File: src/rtl/ctr_wr_bypass_pkg.sv
package ctr_wr_bypass_pkg;

    localparam int unsigned CWB_MAX_CTR_W = 8;

    typedef logic [CWB_MAX_CTR_W-1:0] cwb_ctr_t;

    typedef enum logic [0:0] {
        CWB_UNSIGNED = 1'b0,
        CWB_SIGNED   = 1'b1
    } cwb_ctr_kind_e;

    // One saturating step on a counter of width w held in the low bits of v.
    function automatic cwb_ctr_t cwb_sat_step(input cwb_ctr_t v, input logic up,
                                              input int unsigned w, input cwb_ctr_kind_e kind);
        logic [CWB_MAX_CTR_W:0] full;
        cwb_ctr_t mask;
        cwb_ctr_t hi;
        cwb_ctr_t lo;
        full = ({{CWB_MAX_CTR_W{1'b0}}, 1'b1} << w) - {{CWB_MAX_CTR_W{1'b0}}, 1'b1};
        mask = full[CWB_MAX_CTR_W-1:0];
        if (kind == CWB_SIGNED) begin
            hi = mask >> 1;
            lo = (mask >> 1) ^ mask;
        end else begin
            hi = mask;
            lo = '0;
        end
        if (up) begin
            return (v == hi) ? v : ((v + cwb_ctr_t'(1)) & mask);
        end
        return (v == lo) ? v : ((v - cwb_ctr_t'(1)) & mask);
    endfunction

endpackage

File: src/rtl/ctr_wr_bypass_cam.sv
module ctr_wr_bypass_cam #(
    parameter int unsigned DEPTH = 8,
    parameter int unsigned KEY_W = 19,
    parameter int unsigned PTR_W = 3
) (
    input  logic [DEPTH-1:0][KEY_W-1:0] keys,
    input  logic [DEPTH-1:0]            vld,
    input  logic [KEY_W-1:0]            query,
    output logic [DEPTH-1:0]            match_vec,
    output logic                        hit,
    output logic [PTR_W-1:0]            hit_way
);

    for (genvar w = 0; w < DEPTH; w++) begin : g_cmp
        assign match_vec[w] = vld[w] && (keys[w] == query);
    end

    assign hit = |match_vec;

    // Keys are unique, so an OR-encode of the match vector is exact.
    always_comb begin
        hit_way = '0;
        for (int w = 0; w < DEPTH; w++) begin
            if (match_vec[w]) begin
                hit_way = hit_way | PTR_W'(w);
            end
        end
    end

endmodule

File: src/rtl/ctr_wr_bypass_victim.sv
module ctr_wr_bypass_victim #(
    parameter int unsigned DEPTH = 8,
    parameter int unsigned PTR_W = 3
) (
    input  logic             clk,
    input  logic             rst,
    input  logic             alloc,
    output logic [PTR_W-1:0] ptr
);

    localparam logic [PTR_W-1:0] LAST = PTR_W'(DEPTH - 1);

    always_ff @(posedge clk) begin
        if (rst) begin
            ptr <= '0;
        end else if (alloc) begin
            ptr <= (ptr == LAST) ? '0 : ptr + PTR_W'(1);
        end
    end

endmodule

File: src/rtl/ctr_wr_bypass_slot.sv
module ctr_wr_bypass_slot
    import ctr_wr_bypass_pkg::*;
#(
    parameter int unsigned CTR_W      = 3,
    parameter bit          SIGNED_CTR = 1'b0
) (
    input  logic [CTR_W-1:0] stored_ctr,
    input  logic [CTR_W-1:0] supplied_ctr,
    input  logic             use_stored,
    input  logic             enable,
    input  logic             taken,
    output logic [CTR_W-1:0] base_ctr,
    output logic [CTR_W-1:0] next_ctr,
    output logic             changed
);

    localparam cwb_ctr_kind_e KIND = SIGNED_CTR ? CWB_SIGNED : CWB_UNSIGNED;

    cwb_ctr_t stepped_wide;
    logic [CTR_W-1:0] stepped;

    assign base_ctr     = use_stored ? stored_ctr : supplied_ctr;
    assign stepped_wide = cwb_sat_step(cwb_ctr_t'(base_ctr), taken, CTR_W, KIND);
    assign stepped      = stepped_wide[CTR_W-1:0];
    assign next_ctr     = enable ? stepped : base_ctr;
    assign changed      = enable && (stepped != base_ctr);

endmodule

File: src/rtl/ctr_wr_bypass.sv
module ctr_wr_bypass
    import ctr_wr_bypass_pkg::*;
#(
    parameter int unsigned DEPTH      = 8,
    parameter int unsigned IDX_W      = 11,
    parameter int unsigned TAG_W      = 8,
    parameter int unsigned CTR_W      = 3,
    parameter int unsigned SLOTS      = 1,
    parameter bit          TAGGED     = 1'b1,
    parameter bit          SIGNED_CTR = 1'b0
) (
    input  logic                   clk,
    input  logic                   rst,
    input  logic                   upd_valid,
    input  logic [SLOTS-1:0]       upd_slot_en,
    input  logic [IDX_W-1:0]       upd_index,
    input  logic [TAG_W-1:0]       upd_tag,
    input  logic [SLOTS*CTR_W-1:0] upd_old_ctr,
    input  logic [SLOTS-1:0]       upd_taken,
    output logic                   tbl_wr_en,
    output logic [IDX_W-1:0]       tbl_wr_index,
    output logic [TAG_W-1:0]       tbl_wr_tag,
    output logic [SLOTS-1:0]       tbl_wr_mask,
    output logic [SLOTS*CTR_W-1:0] tbl_wr_ctr
);

    localparam int unsigned PTR_W  = (DEPTH > 1) ? $clog2(DEPTH) : 1;
    localparam int unsigned KEY_W  = TAGGED ? (IDX_W + TAG_W) : IDX_W;
    localparam int unsigned DATA_W = SLOTS * CTR_W;

    // Storage: keys and counters share a slot number.
    logic [DEPTH-1:0][KEY_W-1:0] key_q;
    logic [DATA_W-1:0]           data_q [DEPTH];
    logic [DEPTH-1:0]            vld_q;

    logic              fire;
    logic [KEY_W-1:0]  query_key;
    logic [DEPTH-1:0]  match_vec;
    logic              lk_hit;
    logic [PTR_W-1:0]  hit_way;
    logic [PTR_W-1:0]  ptr;
    logic [PTR_W-1:0]  wr_way;
    logic [DATA_W-1:0] hit_data;
    logic [DATA_W-1:0] base_data;
    logic [DATA_W-1:0] next_data;
    logic [SLOTS-1:0]  slot_wr;

    assign fire = upd_valid && (|upd_slot_en);

    if (TAGGED) begin : g_key_tagged
        assign query_key = {upd_tag, upd_index};
    end else begin : g_key_index
        assign query_key = upd_index;
    end

    ctr_wr_bypass_cam #(
        .DEPTH (DEPTH),
        .KEY_W (KEY_W),
        .PTR_W (PTR_W)
    ) u_cam (
        .keys      (key_q),
        .vld       (vld_q),
        .query     (query_key),
        .match_vec (match_vec),
        .hit       (lk_hit),
        .hit_way   (hit_way)
    );

    ctr_wr_bypass_victim #(
        .DEPTH (DEPTH),
        .PTR_W (PTR_W)
    ) u_victim (
        .clk   (clk),
        .rst   (rst),
        .alloc (fire && !lk_hit),
        .ptr   (ptr)
    );

    assign wr_way   = lk_hit ? hit_way : ptr;
    assign hit_data = data_q[hit_way];

    for (genvar s = 0; s < SLOTS; s++) begin : g_slot
        ctr_wr_bypass_slot #(
            .CTR_W      (CTR_W),
            .SIGNED_CTR (SIGNED_CTR)
        ) u_slot (
            .stored_ctr   (hit_data[s*CTR_W +: CTR_W]),
            .supplied_ctr (upd_old_ctr[s*CTR_W +: CTR_W]),
            .use_stored   (lk_hit),
            .enable       (upd_slot_en[s]),
            .taken        (upd_taken[s]),
            .base_ctr     (base_data[s*CTR_W +: CTR_W]),
            .next_ctr     (next_data[s*CTR_W +: CTR_W]),
            .changed      (slot_wr[s])
        );
    end

    // Buffer update: a hit rewrites in place, a miss takes the victim slot.
    always_ff @(posedge clk) begin
        if (rst) begin
            vld_q <= '0;
        end else if (fire) begin
            key_q[wr_way]  <= query_key;
            data_q[wr_way] <= next_data;
            vld_q[wr_way]  <= 1'b1;
        end
    end

    // Table-write port, one register stage after the update.
    always_ff @(posedge clk) begin
        if (rst) begin
            tbl_wr_en    <= 1'b0;
            tbl_wr_index <= '0;
            tbl_wr_tag   <= '0;
            tbl_wr_mask  <= '0;
            tbl_wr_ctr   <= '0;
        end else begin
            tbl_wr_en <= fire && (|slot_wr);
            if (fire) begin
                tbl_wr_index <= upd_index;
                tbl_wr_tag   <= upd_tag;
                tbl_wr_mask  <= slot_wr;
                tbl_wr_ctr   <= next_data;
            end
        end
    end

    logic unused_base;
    assign unused_base = ^base_data;

endmodule

File: config.mk
export PLATFORM = sky130hd
export DESIGN_NAME = ctr_wr_bypass
export DESIGN_NICKNAME = d
export VERILOG_FILES = /design/src/rtl/ctr_wr_bypass_pkg.sv /design/src/rtl/ctr_wr_bypass_cam.sv /design/src/rtl/ctr_wr_bypass_victim.sv /design/src/rtl/ctr_wr_bypass_slot.sv /design/src/rtl/ctr_wr_bypass.sv
export SDC_FILE = /design/constraint.sdc
export NUM_CORES = 1
export LEC_CHECK = 0
export CAP_MARGIN = 5
export CELL_PAD_IN_SITES_DETAIL_PLACEMENT = 1
export CELL_PAD_IN_SITES_GLOBAL_PLACEMENT = 2
export CORE_ASPECT_RATIO = 0.5
export CORE_UTILIZATION = 50
export CTS_BUF_LIST = sky130_fd_sc_hd__clkbuf_8 sky130_fd_sc_hd__clkbuf_16
export CTS_CLUSTER_SIZE = 8
export DETAILED_ROUTE_END_ITERATION = 6
export DONT_BUFFER_PORTS = 1
export PLACE_DENSITY = 0.9
export SYNTH_ARGS = -nofsm -noshare
export SYNTH_HDL_FRONTEND = slang
export SYNTH_SLANG_ARGS = --single-unit
File: constraint.sdc
create_clock -name clk -period 7.91 [get_ports clk]
set_input_delay 0.791 -clock clk [delete_from_list [all_inputs] [get_ports clk]]
set_output_delay 0.791 -clock clk [all_outputs]
set_load 0.005 [all_outputs]
==> metrics.csv <==
stage,metric,value,unit
clocking,# H-tree levels,1,
yosys,"Distinct cells, synth",53,
drt,DRT antenna net count,0,
clocking,Clock transition at path regs,0.05,ns
critical_path,Crit path buffers/inverters,1,
global_route,gr usage total,26.0,%
critical_path,CP required,8.14,ns
critical_path,R2R cell count,15,
yosys,Synth Instances,595,
clocking,Sink Count,211,
placement,DP HPWL,14100,um
finish,fillers,1617,
outcome,status,finished clean,
drt,drt first pass iters,4,
clocking,Max Root-Sink Buffers,3,
yosys,Avg Inst Size Synth,15.2,sq um
die,chip width,192,um
sta,"Hold Violations, Final",0,
drt,vias,5069,
sta,max_slew headroom,31.3,%
global_route,vias in the first global route,5466,
yosys,post-synthesis async set-or-reset flop share,0,%
placement,Port Buffers,0,
drt,WL/cell,26.7,um
drt,DR iter-0 viols,407,
global_route,initial antenna violation count,0,
clocking,root buffer cell,clkbuf_16,
finish,post-route non-filler standard cell count,869,
yosys,synthesized area,9010,sq um
global_route,GRT overflow,0,
critical_path,CP endpoint,data_q[5][1],
critical_path,Worst path depth,15,
placement,Routability Congestion,0.823,
placement,pre-CTS WS,3.02,ns
critical_path,crit start category,register,
sta,fmax,216,MHz
critical_path,Critical Path Slowest Stage Cell,nand2_1,
global_route,first-pass GRT wire length,35100,um
critical_path,Critical Path Sink Type,register,
critical_path,worst-path maximum fanout,12,
finish,final net count,644,
critical_path,RR Startpoint,key_q[35],
die,area of the core,17500,sq um
critical_path,critical path arrival,4.85,ns
sta,setup ws final,3.29,ns
sta,"Slew Viols, Final",0,
critical_path,critical path class,reg2reg,
pwr,Leakage,3.37,nW
placement,placed cells,813,
drt,Remaining DRCs,0,
clocking,hold_buf cts,0,
die,I/O pins,51,
finish,layout cells sized above 1,11.5,%
sta,clk_skew,0.0155,ns
die,Initial Util,51.6,%
drt,Vias/cell,5.83,
sta,worst slew pin tran,1.03,ns
global_route,pin count of the biggest net entering global routing,24,
critical_path,Reg2Reg Setup Slack,3.29,ns
die,Die Y,96.9,um
pwr,Max VDD drop,0.214,mV
pwr,Pwr Density,248,nW/um^2
sta,crit share post-route,58.4,%
sta,RSZ-0062 raised after global routing,false,
yosys,Post-synth top flop,edfxtp_1,
sta,Setup TNS Final,0,ns
finish,post-layout util,57.3,%
worst_hold_path,min-delay worst type,in2reg,
yosys,"EDFF count, synth",176,
sta,final number of setup-violating endpoints,0,
die,die area,18600,sq um
clocking,post-CTS setup buffer count,0,
placement,Placed Area,9150,sq um
finish,design area,10000,sq um
yosys,syn nets,628,
clocking,"Gates resized, CTS repair",0,
critical_path,crit path cell chain,xnor2_1 -> nand4_1 -> nor4_1 -> a22oi_1 -> nand2_1 -> mux2i_1 -> mux2i_1 -> o22a_1 -> inv_1 -> ha_1 -> ha_1 -> nor2_1 -> o21ai_0 -> a21oi_1 -> a2bb2oi_1,
clocking,CTS tree,built,
critical_path,crit path from,key_q[35],
yosys,sequential fraction of the synthesis area,66.4,%
critical_path,r2r endpoint,data_q[5][1],
finish,# diodes,0,
finish,Area growth syn-to-layout,11.2,%
sta,post-route minimum period,4.62,ns
die,# rows,34,
drt,final WL,23200,um
critical_path,CP top delay family,simple AND/OR/NAND/NOR gates,
clocking,CTS Buf Count,30,
flow_run,Max Cap Violations,0,
yosys,"flops & latches, synth",211,
clocking,worst skew pair latency,0.53,ns
yosys,Yosys Warn Count,0,
critical_path,Slowest Stage Delay on Critical Path,0.60,ns
## through the flow
stage          hold WS, ns  total power [mW]
2_1_floorplan        0.426              1.34
3_3_place_gp         0.434              1.34
3_5_place_dp         0.439              1.34
4_1_cts              0.317              2.50
5_1_grt              0.313              2.56
6_report             0.335              2.49
## final cells by class
class / instances / area, sq um / share of cell area, %
multi-input combinational: 348 / 2760 / 27.5
sequential: 211 / 5990 / 59.7
clock inverter: 25 / 96.3 / 0.961
timing repair buffer: 10 / 75.1 / 0.749
clock buffer: 31 / 776 / 7.74
tap: 234 / 293 / 2.92
inverter: 10 / 37.5 / 0.374
## cells in the final DEF (no fill, tap or decap), types with 5 or more instances in the layout
cell	count
edfxtp_1	176
xnor2_1	125
dfxtp_1	35
inv_1	34
nand4_1	33
clkbuf_16	31
xor2_1	28
nand2_1	24
a22o_1	19
mux2i_1	17
nor2_1	16
a21o_1	11
buf_4	10
nor2_2	7
ha_1	6
nor3_1	5
## cell usage after synthesis, types with 4 or more instances
cell / n / area [sq um]
xor2_1: 28 / 245
nor2_1: 23 / 86.3
a21o_1: 11 / 82.6
xnor2_1: 125 / 1090
nand4_1: 33 / 206
a22o_1: 19 / 166
nor4_2: 4 / 50.1
nor3_1: 7 / 35.0
nor4_1: 4 / 25.0
dfxtp_1: 35 / 701
ha_1: 6 / 75.1
mux2i_1: 17 / 170
buf_6: 18 / 203
a22oi_1: 4 / 30.0
edfxtp_1: 176 / 5290
nand2_1: 24 / 90.1
inv_1: 10 / 37.5
## cell families after synthesis
group | share of synthesized area [%]
multiplexers | 1.89
flip-flops | 66.4
adder cells (fa/ha/maj) | 0.833
buffers and inverters | 3.32
AND/OR/NAND/NOR | 6.88
AO/OA/AOI/OAI | 5.82
XOR/XNOR | 14.9
## per-layer routing
metal	global-route usage [%]	vias to the layer above	part of all wire [%]
li1	-	2224	-
met1	35.6	2633	43
met2	41.1	178	47
met3	6.57	34	7.1
met4	7.02	0	2.3
met5	0	-	0
## power breakdown
group / internal (mW) / switching (mW)
registers: 1.22 / 0.00892
logic: 0.0426 / 0.0503
clock network: 0.695 / 0.469
## registers in the layout, indices dropped and copies added, names as in the netlist
signal        cells
tbl_wr_ctr        3
tbl_wr_tag        8
tbl_wr_en         1
key_q           152
data_q           24
vld_q             8
tbl_wr_mask       1
u_victim.ptr      3
tbl_wr_index     11
## how the worst min path moves through the flow
stage / startpoint / endpoint / cells after the start
after CTS: rst / u_victim.ptr[1] / 1
after floorplan: vld_q[0] / vld_q[0] / 1
after global placement: vld_q[1] / vld_q[1] / 1
final: rst / u_victim.ptr[1] / 1
after global routing: rst / u_victim.ptr[1] / 1
after detailed placement: vld_q[4] / vld_q[4] / 1
No activity file was read; power rests on OpenSTA's default activity.
